===== config.mk =====
export PLATFORM = sky130hd
export DESIGN_NAME = nor_id_probe
export DESIGN_NICKNAME = d
export VERILOG_FILES = /design/src/rtl/nor_probe_pkg.sv /design/src/rtl/nor_bus_cycle.sv /design/src/rtl/nor_probe_seq.sv /design/src/rtl/nor_id_decode.sv /design/src/rtl/nor_id_probe.sv
export SDC_FILE = /design/constraint.sdc
export NUM_CORES = 1
export LEC_CHECK = 0
export BUFFER_PORTS_ARGS = -buffer_cell sky130_fd_sc_hd__buf_2
export CORE_MARGIN = 4
export CORE_UTILIZATION = 60
export CTS_BUF_LIST = sky130_fd_sc_hd__clkbuf_4
export DETAILED_ROUTE_END_ITERATION = 10
export GPL_TIMING_DRIVEN = 0
export PLACE_DENSITY = 0.87
export SYNTH_ARGS = -nofsm -noshare
export SYNTH_HDL_FRONTEND = slang
export SYNTH_SLANG_ARGS = --single-unit

===== constraint.sdc =====
create_clock -name clk -period 3.1 [get_ports clk]
set_input_delay 0.31 -clock clk [delete_from_list [all_inputs] [get_ports clk]]
set_output_delay 0.31 -clock clk [all_outputs]
set_load 0.02 [all_outputs]

===== src/rtl/nor_probe_pkg.sv =====
// Shared types for the NOR identification probe.
// Assumes an 8-bit manufacturer code in the low byte of the bus word.
package nor_probe_pkg;

    typedef enum logic [1:0] {
        VND_NONE = 2'd0,
        VND_A    = 2'd1,
        VND_B    = 2'd2
    } vendor_e;

    typedef enum logic [1:0] {
        BC_IDLE,
        BC_SETUP,
        BC_STROBE,
        BC_HOLD
    } bus_st_e;

    typedef enum logic [3:0] {
        S_IDLE,
        S_CMD,
        S_WAIT,
        S_RD_MFR,
        S_RD_DEV,
        S_RD_AMFR,
        S_RD_ADEV,
        S_RST,
        S_DONE
    } seq_st_e;

    // Map a manufacturer byte onto a vendor code.
    function automatic vendor_e vendor_of(input logic [7:0] code,
                                          input logic [7:0] code_a,
                                          input logic [7:0] code_b);
        if (code == code_a)      return VND_A;
        else if (code == code_b) return VND_B;
        else                     return VND_NONE;
    endfunction

endpackage


===== src/rtl/nor_bus_cycle.sv =====
// One asynchronous flash bus cycle per request.
// Phases: one setup clock, PULSE_CLKS strobe clocks, one hold clock.
// ack is high in the hold clock. The request is sampled only when idle, so
// the requester may hold req high until it sees ack.
// Read data is captured on the last strobe clock.
module nor_bus_cycle
    import nor_probe_pkg::*;
#(
    parameter int ADDR_W     = 24,
    parameter int DATA_W     = 16,
    parameter int PULSE_CLKS = 4
) (
    input  logic              clk,
    input  logic              rst_n,
    input  logic              req,
    input  logic              req_wr,
    input  logic [ADDR_W-1:0] req_addr,
    input  logic [DATA_W-1:0] req_wdata,
    output logic              ack,
    output logic [DATA_W-1:0] rdata,
    output logic [ADDR_W-1:0] bus_addr,
    output logic [DATA_W-1:0] bus_wdata,
    input  logic [DATA_W-1:0] bus_rdata,
    output logic              ce_n,
    output logic              we_n,
    output logic              oe_n
);
    localparam int CNT_W = (PULSE_CLKS < 2) ? 1 : $clog2(PULSE_CLKS);

    bus_st_e           st;
    logic [CNT_W-1:0]  cnt;
    logic              wr_q;
    logic [ADDR_W-1:0] addr_q;
    logic [DATA_W-1:0] wdata_q;

    // Step through the setup/strobe/hold phases and latch the request.
    always_ff @(posedge clk) begin
        if (!rst_n) begin
            st      <= BC_IDLE;
            cnt     <= '0;
            wr_q    <= 1'b0;
            addr_q  <= '0;
            wdata_q <= '0;
            rdata   <= '0;
        end else begin
            case (st)
                BC_IDLE: begin
                    if (req) begin
                        wr_q    <= req_wr;
                        addr_q  <= req_addr;
                        wdata_q <= req_wdata;
                        st      <= BC_SETUP;
                    end
                end
                BC_SETUP: begin
                    cnt <= CNT_W'(PULSE_CLKS - 1);
                    st  <= BC_STROBE;
                end
                BC_STROBE: begin
                    if (cnt == '0) begin
                        if (!wr_q) rdata <= bus_rdata;
                        st <= BC_HOLD;
                    end else begin
                        cnt <= cnt - 1'b1;
                    end
                end
                default: st <= BC_IDLE;
            endcase
        end
    end

    // Strobes and ack are decoded from the phase.
    always_comb begin
        ce_n = (st != BC_STROBE);
        we_n = !((st == BC_STROBE) && wr_q);
        oe_n = !((st == BC_STROBE) && !wr_q);
        ack  = (st == BC_HOLD);
    end

    assign bus_addr  = addr_q;
    assign bus_wdata = wdata_q;

endmodule


===== src/rtl/nor_probe_seq.sv =====
// Probe sequencer: command writes, settle wait, identifier reads, alias
// reads and the read-mode exit write.
// Assumes the bus engine acks each request in its hold clock.
// done_q is high one clock after the S_DONE state.
module nor_probe_seq
    import nor_probe_pkg::*;
#(
    parameter int                ADDR_W    = 24,
    parameter int                DATA_W    = 16,
    parameter int                WAIT_CLKS = 10000,
    parameter logic [ADDR_W-1:0] BASE_ADDR = '0,
    parameter logic [ADDR_W-1:0] ALIAS_OFS = 'h400000,
    parameter logic [DATA_W-1:0] DEV_ID    = 'h0093,
    parameter logic [7:0]        MFR_A     = 8'h01,
    parameter logic [7:0]        MFR_B     = 8'h89
) (
    input  logic              clk,
    input  logic              rst_n,
    input  logic              start,
    input  logic              ack,
    input  logic [DATA_W-1:0] rdata,
    input  logic [DATA_W-1:0] rst_cmd,
    output logic              req,
    output logic              req_wr,
    output logic [ADDR_W-1:0] req_addr,
    output logic [DATA_W-1:0] req_wdata,
    output logic              fin,
    output logic              done_q,
    output logic [7:0]        mfr_q,
    output logic [DATA_W-1:0] dev_q,
    output logic [7:0]        amfr_q,
    output logic [DATA_W-1:0] adev_q
);
    localparam int WCNT_W = (WAIT_CLKS < 2) ? 1 : $clog2(WAIT_CLKS);
    localparam logic [ADDR_W-1:0] ALIAS_ADDR = BASE_ADDR | ALIAS_OFS;

    seq_st_e           st;
    logic [1:0]        idx;
    logic [WCNT_W-1:0] wcnt;
    logic [ADDR_W-1:0] cmd_addr;
    logic [DATA_W-1:0] cmd_data;

    // Command table for the three autoselect writes.
    always_comb begin
        case (idx)
            2'd0:    begin cmd_addr = BASE_ADDR | ADDR_W'('h555); cmd_data = DATA_W'(8'hAA); end
            2'd1:    begin cmd_addr = BASE_ADDR | ADDR_W'('h2AA); cmd_data = DATA_W'(8'h55); end
            default: begin cmd_addr = BASE_ADDR | ADDR_W'('h555); cmd_data = DATA_W'(8'h90); end
        endcase
    end

    // Advance through the probe and capture identifier words.
    always_ff @(posedge clk) begin
        if (!rst_n) begin
            st     <= S_IDLE;
            idx    <= '0;
            wcnt   <= '0;
            mfr_q  <= '0;
            dev_q  <= '0;
            amfr_q <= '0;
            adev_q <= '0;
            done_q <= 1'b0;
        end else begin
            done_q <= (st == S_DONE);
            case (st)
                S_IDLE: begin
                    if (start) begin
                        idx    <= '0;
                        mfr_q  <= '0;
                        dev_q  <= '0;
                        amfr_q <= '0;
                        adev_q <= '0;
                        st     <= S_CMD;
                    end
                end
                S_CMD: begin
                    if (ack) begin
                        if (idx == 2'd2) begin
                            wcnt <= WCNT_W'(WAIT_CLKS - 1);
                            st   <= S_WAIT;
                        end else begin
                            idx <= idx + 1'b1;
                        end
                    end
                end
                S_WAIT: begin
                    if (wcnt == '0) st <= S_RD_MFR;
                    else            wcnt <= wcnt - 1'b1;
                end
                S_RD_MFR: begin
                    if (ack) begin
                        mfr_q <= rdata[7:0];
                        st    <= (vendor_of(rdata[7:0], MFR_A, MFR_B) != VND_NONE)
                                 ? S_RD_DEV : S_DONE;
                    end
                end
                S_RD_DEV: begin
                    if (ack) begin
                        dev_q <= rdata;
                        st    <= (rdata == DEV_ID) ? S_RD_AMFR : S_RST;
                    end
                end
                S_RD_AMFR: begin
                    if (ack) begin
                        amfr_q <= rdata[7:0];
                        st     <= S_RD_ADEV;
                    end
                end
                S_RD_ADEV: begin
                    if (ack) begin
                        adev_q <= rdata;
                        st     <= S_RST;
                    end
                end
                S_RST: begin
                    if (ack) st <= S_DONE;
                end
                default: st <= S_IDLE;
            endcase
        end
    end

    // Bus request for the current state.
    always_comb begin
        req       = 1'b0;
        req_wr    = 1'b0;
        req_addr  = BASE_ADDR;
        req_wdata = '0;
        case (st)
            S_CMD:     begin req = 1'b1; req_wr = 1'b1; req_addr = cmd_addr; req_wdata = cmd_data; end
            S_RD_MFR:  begin req = 1'b1; req_addr = BASE_ADDR; end
            S_RD_DEV:  begin req = 1'b1; req_addr = BASE_ADDR | ADDR_W'(1); end
            S_RD_AMFR: begin req = 1'b1; req_addr = ALIAS_ADDR; end
            S_RD_ADEV: begin req = 1'b1; req_addr = ALIAS_ADDR | ADDR_W'(1); end
            S_RST:     begin req = 1'b1; req_wr = 1'b1; req_addr = BASE_ADDR; req_wdata = rst_cmd; end
            default:   ;
        endcase
    end

    assign fin = (st == S_DONE);

endmodule


===== src/rtl/nor_id_decode.sv =====
// Turns the captured identifier words into the reported results and the
// vendor-specific read-mode command. Purely combinational.
// Assumes unread words were cleared to zero at the start of the probe.
module nor_id_decode
    import nor_probe_pkg::*;
#(
    parameter int                DATA_W       = 16,
    parameter logic [DATA_W-1:0] DEV_ID       = 'h0093,
    parameter logic [7:0]        MFR_A        = 8'h01,
    parameter logic [7:0]        MFR_B        = 8'h89,
    parameter int                SECTORS      = 128,
    parameter int                SECTOR_BYTES = 65536,
    parameter int                SECT_W       = 8,
    parameter int                BYTES_W      = 32
) (
    input  logic [7:0]         mfr_q,
    input  logic [DATA_W-1:0]  dev_q,
    input  logic [7:0]         amfr_q,
    input  logic [DATA_W-1:0]  adev_q,
    output logic [1:0]         vendor,
    output logic               known,
    output logic [SECT_W-1:0]  sectors,
    output logic [BYTES_W-1:0] bytes,
    output logic [DATA_W-1:0]  rst_cmd
);
    localparam logic [BYTES_W-1:0] BANK_BYTES = BYTES_W'(SECTORS * SECTOR_BYTES);

    vendor_e vnd;
    logic    dev_hit;
    logic    mirrored;

    // Classify the vendor, device and mirror state.
    always_comb begin
        vnd      = vendor_of(mfr_q, MFR_A, MFR_B);
        dev_hit  = (dev_q == DEV_ID);
        mirrored = (amfr_q == mfr_q) && (adev_q == dev_q);
        known    = (vnd != VND_NONE) && dev_hit && !mirrored;
        vendor   = vnd;
        sectors  = known ? SECT_W'(SECTORS) : '0;
        bytes    = known ? BANK_BYTES : '0;
        case (vnd)
            VND_A:   rst_cmd = DATA_W'(8'hF0);
            VND_B:   rst_cmd = DATA_W'(8'hFF);
            default: rst_cmd = '0;
        endcase
    end

endmodule


===== src/rtl/nor_id_probe.sv =====
// Top level of the NOR identification probe: sequencer, bus engine,
// identifier decode and the result registers.
// Assumes a 16-bit or wider bus and one probe per start pulse.
module nor_id_probe
    import nor_probe_pkg::*;
#(
    parameter int                ADDR_W       = 24,
    parameter int                DATA_W       = 16,
    parameter int                PULSE_CLKS   = 4,
    parameter int                WAIT_CLKS    = 10000,
    parameter logic [ADDR_W-1:0] BASE_ADDR    = '0,
    parameter logic [ADDR_W-1:0] ALIAS_OFS    = 'h400000,
    parameter logic [DATA_W-1:0] DEV_ID       = 'h0093,
    parameter logic [7:0]        MFR_A        = 8'h01,
    parameter logic [7:0]        MFR_B        = 8'h89,
    parameter int                SECTORS      = 128,
    parameter int                SECTOR_BYTES = 65536,
    parameter int                BYTES_W      = 32,
    localparam int               SECT_W       = $clog2(SECTORS + 1)
) (
    input  logic               clk,
    input  logic               rst_n,
    input  logic               start,
    output logic               done,
    output logic [1:0]         vendor,
    output logic               dev_known,
    output logic [SECT_W-1:0]  sector_count,
    output logic [BYTES_W-1:0] bank_bytes,
    output logic [ADDR_W-1:0]  flash_addr,
    output logic [DATA_W-1:0]  flash_wdata,
    input  logic [DATA_W-1:0]  flash_rdata,
    output logic               flash_ce_n,
    output logic               flash_we_n,
    output logic               flash_oe_n
);
    logic              req, req_wr, ack, fin;
    logic [ADDR_W-1:0] req_addr;
    logic [DATA_W-1:0] req_wdata, rdata, rst_cmd;
    logic [7:0]        mfr_q, amfr_q;
    logic [DATA_W-1:0] dev_q, adev_q;
    logic [1:0]        d_vendor;
    logic              d_known;
    logic [SECT_W-1:0] d_sectors;
    logic [BYTES_W-1:0] d_bytes;

    nor_probe_seq #(
        .ADDR_W(ADDR_W), .DATA_W(DATA_W), .WAIT_CLKS(WAIT_CLKS),
        .BASE_ADDR(BASE_ADDR), .ALIAS_OFS(ALIAS_OFS), .DEV_ID(DEV_ID),
        .MFR_A(MFR_A), .MFR_B(MFR_B)
    ) u_seq (
        .clk(clk), .rst_n(rst_n), .start(start), .ack(ack), .rdata(rdata),
        .rst_cmd(rst_cmd), .req(req), .req_wr(req_wr), .req_addr(req_addr),
        .req_wdata(req_wdata), .fin(fin), .done_q(done),
        .mfr_q(mfr_q), .dev_q(dev_q), .amfr_q(amfr_q), .adev_q(adev_q)
    );

    nor_bus_cycle #(
        .ADDR_W(ADDR_W), .DATA_W(DATA_W), .PULSE_CLKS(PULSE_CLKS)
    ) u_bus (
        .clk(clk), .rst_n(rst_n), .req(req), .req_wr(req_wr),
        .req_addr(req_addr), .req_wdata(req_wdata), .ack(ack), .rdata(rdata),
        .bus_addr(flash_addr), .bus_wdata(flash_wdata), .bus_rdata(flash_rdata),
        .ce_n(flash_ce_n), .we_n(flash_we_n), .oe_n(flash_oe_n)
    );

    nor_id_decode #(
        .DATA_W(DATA_W), .DEV_ID(DEV_ID), .MFR_A(MFR_A), .MFR_B(MFR_B),
        .SECTORS(SECTORS), .SECTOR_BYTES(SECTOR_BYTES), .SECT_W(SECT_W),
        .BYTES_W(BYTES_W)
    ) u_dec (
        .mfr_q(mfr_q), .dev_q(dev_q), .amfr_q(amfr_q), .adev_q(adev_q),
        .vendor(d_vendor), .known(d_known), .sectors(d_sectors),
        .bytes(d_bytes), .rst_cmd(rst_cmd)
    );

    // Publish results on the same edge that raises done.
    always_ff @(posedge clk) begin
        if (!rst_n) begin
            vendor       <= '0;
            dev_known    <= 1'b0;
            sector_count <= '0;
            bank_bytes   <= '0;
        end else if (fin) begin
            vendor       <= d_vendor;
            dev_known    <= d_known;
            sector_count <= d_sectors;
            bank_bytes   <= d_bytes;
        end
    end

endmodule


* Word-level counts from Yosys, hierarchy flattened
Index checks and enable logic that the tools add are counted.
** Operators by class
- Bitwise logic cells :: 1
- Eq/ne operators :: 38
- Reduce and logical (&&, ||, !) cells :: 36
- Multiplexer cells :: 49
- Add/sub/neg operators :: 3
** Operators by type and width (number)
- 16-bit one-hot mux with 2 select lines :: 3
- 23-bit one-hot mux with 4 select lines :: 1
- 8-bit one-hot mux with 2 select lines :: 4
- 14-bit 2-to-1 mux :: 3
- 4-bit 2-to-1 mux :: 10
- 16-bit by 8-bit equality test with 1-bit output (second input constant) :: 2
- 16-bit 2-to-1 mux :: 2
- 4-bit one-hot mux with 8 select lines :: 1
- 2-bit 2-to-1 mux :: 14
- 14-bit one-hot mux with 2 select lines :: 1
- 24-bit 2-to-1 mux :: 1
- 8-bit 2-to-1 mux :: 3
- 2-bit != test (second input constant) :: 12
- 2-bit nonzero test :: 9
- 16-bit equality test :: 1
- 4-bit by 3-bit equality test with 1-bit output (second input constant) :: 4
- 8-bit by 1-bit equality test with 1-bit output (second input constant) :: 2
- 8-bit equality test (second input constant) :: 2
- 3-bit AND reduction :: 5
- 14-bit logical NOT :: 1
- 14-bit by 1-bit subtractor with 14-bit output (second input constant) :: 1
- 11-bit 2-to-1 mux :: 1
- 9-bit AND reduction :: 1
- 2-bit equality test (second input constant) :: 4
- 20 further kinds :: 39
** Storage, ports and cells
- Input bits :: 19
- Register bits :: 173
- Word-level logic and storage cells :: 145
- Output and inout port bits :: 87

* Logic depth before layout (Yosys ltp)
- Depth in word-level cells :: 10
- Mapped depth :: 9
- Depth with buffers taken out :: 7

* Modules after synthesis
Synthesis repeated with hierarchy kept, for this count alone.
** Second synthesis, totals
- Cells, all modules :: 953
- Area, all modules :: 8166.6 µm²
** Modules (own cells, without submodules)
- nor_probe_seq :: area an instance 3445.8 µm², seq. area each 1381.3 µm², times used 1, cells an instance 427
- nor_bus_cycle :: area an instance 2262.2 µm², seq. area each 1221.2 µm², times used 1, cells an instance 286
- nor_id_probe :: area an instance 1666.6 µm², seq. area each 860.8 µm², times used 1, cells an instance 138
- nor_id_decode :: area an instance 792.0 µm², seq. area each 0.0 µm², times used 1, cells an instance 102

* Least setup slack after synthesis
Ideal clock, no wire load.
- Path kind :: reg2reg
- From :: register u_bus.st[0]
- To :: register u_seq.wcnt[11]
- Cell stages (with the launch flop) :: 8
- Data required time :: 3.030 ns
- Setup slack :: 1.248 ns
- Arrival :: 1.782 ns
- Library setup time :: 0.070 ns
- Clock period less this slack :: 1.852 ns
- Cells stage by stage :: dfxtp_1 -> ha_1 -> buf_2 -> nand4b_1 -> a21boi_4 -> o211ai_2 -> or4_1 -> a21oi_1
** Between the ends
- Cells in the longest elaborated chain, start to end :: 3
** Ends and longest elaborated chain
- start, declared :: RTL line nor_bus_cycle.sv:30 : bus_st_e st;
- start signal, assigned :: RTL line nor_bus_cycle.sv:39 : st <= BC_IDLE;
- start signal, assigned :: RTL line nor_bus_cycle.sv:52 : st <= BC_SETUP;
- start signal, assigned :: RTL line nor_bus_cycle.sv:57 : st <= BC_STROBE;
- 2-bit equality test :: RTL line nor_bus_cycle.sv:77 : ack = (st == BC_HOLD);
- 2-bit != test (no line)
- 4-bit AND reduction (no line)
- end signal, assigned :: RTL line nor_probe_seq.sv:79 : wcnt <= WCNT_W'(WAIT_CLKS - 1);
- end signal, assigned :: RTL line nor_probe_seq.sv:88 : else wcnt <= wcnt - 1'b1;
- end, declared :: RTL line nor_probe_seq.sv:39 : logic [WCNT_W-1:0] wcnt;
No other way between the ends.
A chain may end at the register's enable or synchronous reset.

* Final worst setup path
- From :: register u_seq.wcnt[0]
- To :: register u_seq.st[2]
** Between the ends
- Cells in the longest elaborated chain, start to end :: 3
** Ends and longest elaborated chain
- 14-bit logical NOT :: RTL line nor_probe_seq.sv:87 : if (wcnt == '0) st <= S_RD_MFR;
- 2-bit by 1-bit != test with 1-bit output (no line)
- 9-bit AND reduction (no line)
- end signal, assigned :: RTL line nor_probe_seq.sv:93 : st <= (vendor_of(rdata[7:0], MFR_A, MFR_B) != VND_NONE)
- end signal, assigned :: RTL line nor_probe_seq.sv:100 : st <= (rdata == DEV_ID) ? S_RD_AMFR : S_RST;
- end, declared :: RTL line nor_probe_seq.sv:37 : seq_st_e st;
No other way between the ends.

==> results_dict.tcl <==
set metrics [dict create \
    fin_setup_tns_ps 0 \
    grt_pass1_wl_um 22500 \
    r2r_cells 7 \
    rows 34 \
    die_h_um 103 \
    num_io_pins 106 \
    cp_max_fo 6 \
    rsz0062_at_grt "no" \
    r2r-start "u_seq.wcnt[0]" \
    slew-limit-headroom_pct 54.5 \
    clock_latency_ps 460 \
    skew_ps 28.1 \
    fp.dieW_um 103 \
    synth.yosys.seq_area_share_pct 37.7 \
    critPathLaunchType "register" \
    synth_edf_count 0 \
    hold_violations 0 \
    synthesis.area_sq_um 5460 \
    synth_top_area_cell "dfxtp_1" \
    hp-start "flash_rdata[11]" \
    timing.fmax_mhz 446 \
    grt_usage_pct 26.6 \
    area_growth_pct 13.4 \
    synthCells 673 \
    route.detailed.drc 0 \
    netSwitchingFraction_pct 45.1 \
    dpl.hpwl_um 10300 \
    grt_pass1_vias 4754 \
    synth.ff_latch_count 103 \
    clockPowerShare_pct 16.1 \
    numCtsBuffers 9 \
    routed_via_density 5.63 \
    maxSlewViolCount 0 \
    vias 5077 \
    async_reset_ff_share_pct 0 \
    synth_common_cells "dfxtp_1 (103), nand2_1 (101), a21oi_1 (87), buf_4 (72), nor2_1 (42)" \
    cts-root-buf "clkbuf_4" \
    dominantRegCellSynth "dfxtp_1" \
    p_int_mw 2.42 \
    clockBufferDepth 2 \
    grt_max_degree 22 \
    syn_area_per_cell_sq_um 8.12 \
    die_area_sq_um 10700 \
    drt-initial-drc-count 648 \
    fin_crit_ps 2240 \
    n_antenna_cell 0 \
    synth_cell_type_count 61 \
    worstMarginPinSlew_ps 682 \
    drtAntennaViolNets 0 \
    path_class "register to register" \
    wire_per_inst_um 15.1 \
    antenna_found_initial 0 \
    ctsHoldBuffers 0 \
    clock_sink_count 103 \
    htreeDepth 3 \
    startpoint "u_seq.wcnt[0]" \
    hold_path_end "u_bus.rdata[11]" \
    pwr-share-comb_pct 44.3 \
    gp_congestion 0.955 \
    final.fill_count 701 \
    r2r-end "u_seq.st[2]" \
    critical_path_arrival_ps 2620 \
    cts_tree "yes" \
    setup_viol 0 \
    required_ps 3470 \
    finalCritPeriodShare_pct 72.3 \
    power_frac_seq_pct 39.6 \
    drive_above_1_share_pct 20.2 \
    worst_setup_path_end_kind "register" \
    clk_pin_slew_ps 180 \
    initial_utilization_pct 62.0 \
    wirelength_um 13600 \
    cts_setup_buffers 0 \
    numPortBuffers 47 \
    maxCapViolations 0 \
    leakagePower_nw 2.70 \
    min_path_cells 3 \
    placed_area_sq_um 6050 \
    synth_top_area_share_pct 37.7 \
    drtPass1Iterations 5 \
    power.density_nw_per_um2 711 \
    ctsResizeCount 0 \
    r2r_setup_slack_ps 860 \
    vdd_drop_max_uv 414 \
    ys_top_cells_by_area "dfxtp_1 (38%), buf_4 (9.9%), a21oi_1 (8.0%)" \
    ys_warn_count 0 \
    hold_path_class "primary input to register" \
    coreArea_sq_um 8810 \
    synth_most_common_cell "dfxtp_1" \
    grt-ovfl-total 0 \
    p_switching_mw 1.99 \
    status "complete, no violations" \
    final_cell_area_sq_um 6200 \
    nets 818 \
]
## worst max-delay path by stage
stage | to | slack, ps | depth (start not counted)
after floorplan | u_seq.wcnt[11] | 1250 | 7
after global placement | u_seq.st[0] | 1010 | 7
after detailed placement | u_seq.st[2] | 880 | 7
after CTS | u_seq.st[2] | 860 | 7
after global routing | u_seq.st[1] | 690 | 7
final | u_seq.st[2] | 860 | 7
## layer usage
metal  track usage (%)  wire length [um]  share of wire [%]
met1              35.0              5430                 40
met2              43.5              6470                 47
met3              5.03              1300                9.5
met5                 0                 0                  0
met4              9.76               424                3.1
## power groups by stage
stage,Combinational (mW),Clock (mW),Sequential [mW]
floorplan,1.48,0,1.74
global placement,1.84,0,1.75
detailed placement,1.92,0,1.77
CTS,1.93,0.712,1.74
global route,2.16,0.773,1.77
finish,1.95,0.707,1.75
## metrics by stage
stage	total power [mW]	std cells	hold WS [ps]	setup WS [ps]	util, %
after floorplan	3.21	730	437	1250	-
after global placement	3.59	885	447	1010	68.7
after detailed placement	3.69	885	461	879	68.7
after CTS	4.38	901	48.1	863	70.4
after global routing	4.70	901	25.9	694	70.4
final	4.41	901	51.8	858	70.4
## kinds of logic after synthesis
group	synth area share (%)
AO/OA/AOI/OAI	17.1
XOR/XNOR	4.97
multiplexers	0.595
other	0.0686
flip-flops	37.7
adder cells (fa/ha/maj)	2.52
AND/OR/NAND/NOR	23.6
buffers and inverters	13.4
## cell usage in the layout (no fill, tap or decap), drive strengths merged, types with 19 or more instances in the layout
master,instances
buf,130
dfxtp,103
nand2,101
a21oi,87
conb,58
nor2,43
nand3,39
clkbuf,30
xor2,28
o2111ai,20
inv,19
o21ai,19
## layout make-up
cell class / instances / area (sq um) / area share (%)
multi-input combinational: 508 / 2880 / 46.5
sequential: 103 / 2060 / 33.3
buffer: 104 / 678 / 10.9
timing repair buffer: 47 / 235 / 3.80
tap: 108 / 135 / 2.18
clock inverter: 7 / 81.3 / 1.31
clock buffer: 9 / 67.6 / 1.09
inverter: 15 / 56.3 / 0.909
## sequential cells by signal, summed over array words and instances (netlist names)
register,cells
sector_count,1
u_bus.bus_addr,4
u_bus.bus_wdata,6
u_bus.cnt,2
u_bus.rdata,16
u_bus.st,2
u_bus.wr_q,1
u_seq.adev_q,16
u_seq.amfr_q,8
u_seq.dev_q,16
u_seq.done_q,1
u_seq.idx,2
u_seq.mfr_q,8
u_seq.st,4
u_seq.wcnt,14
vendor,2
## critical path: stages, from the launching register on
cell,delay (ps)
dfxtp_1,390
inv_1,70
ha_1,210
nor4b_2,370
a41oi_1,310
a221oi_2,460
o211ai_1,180
o211a_1,160
Note: power is estimated with default switching activity, not from simulation.
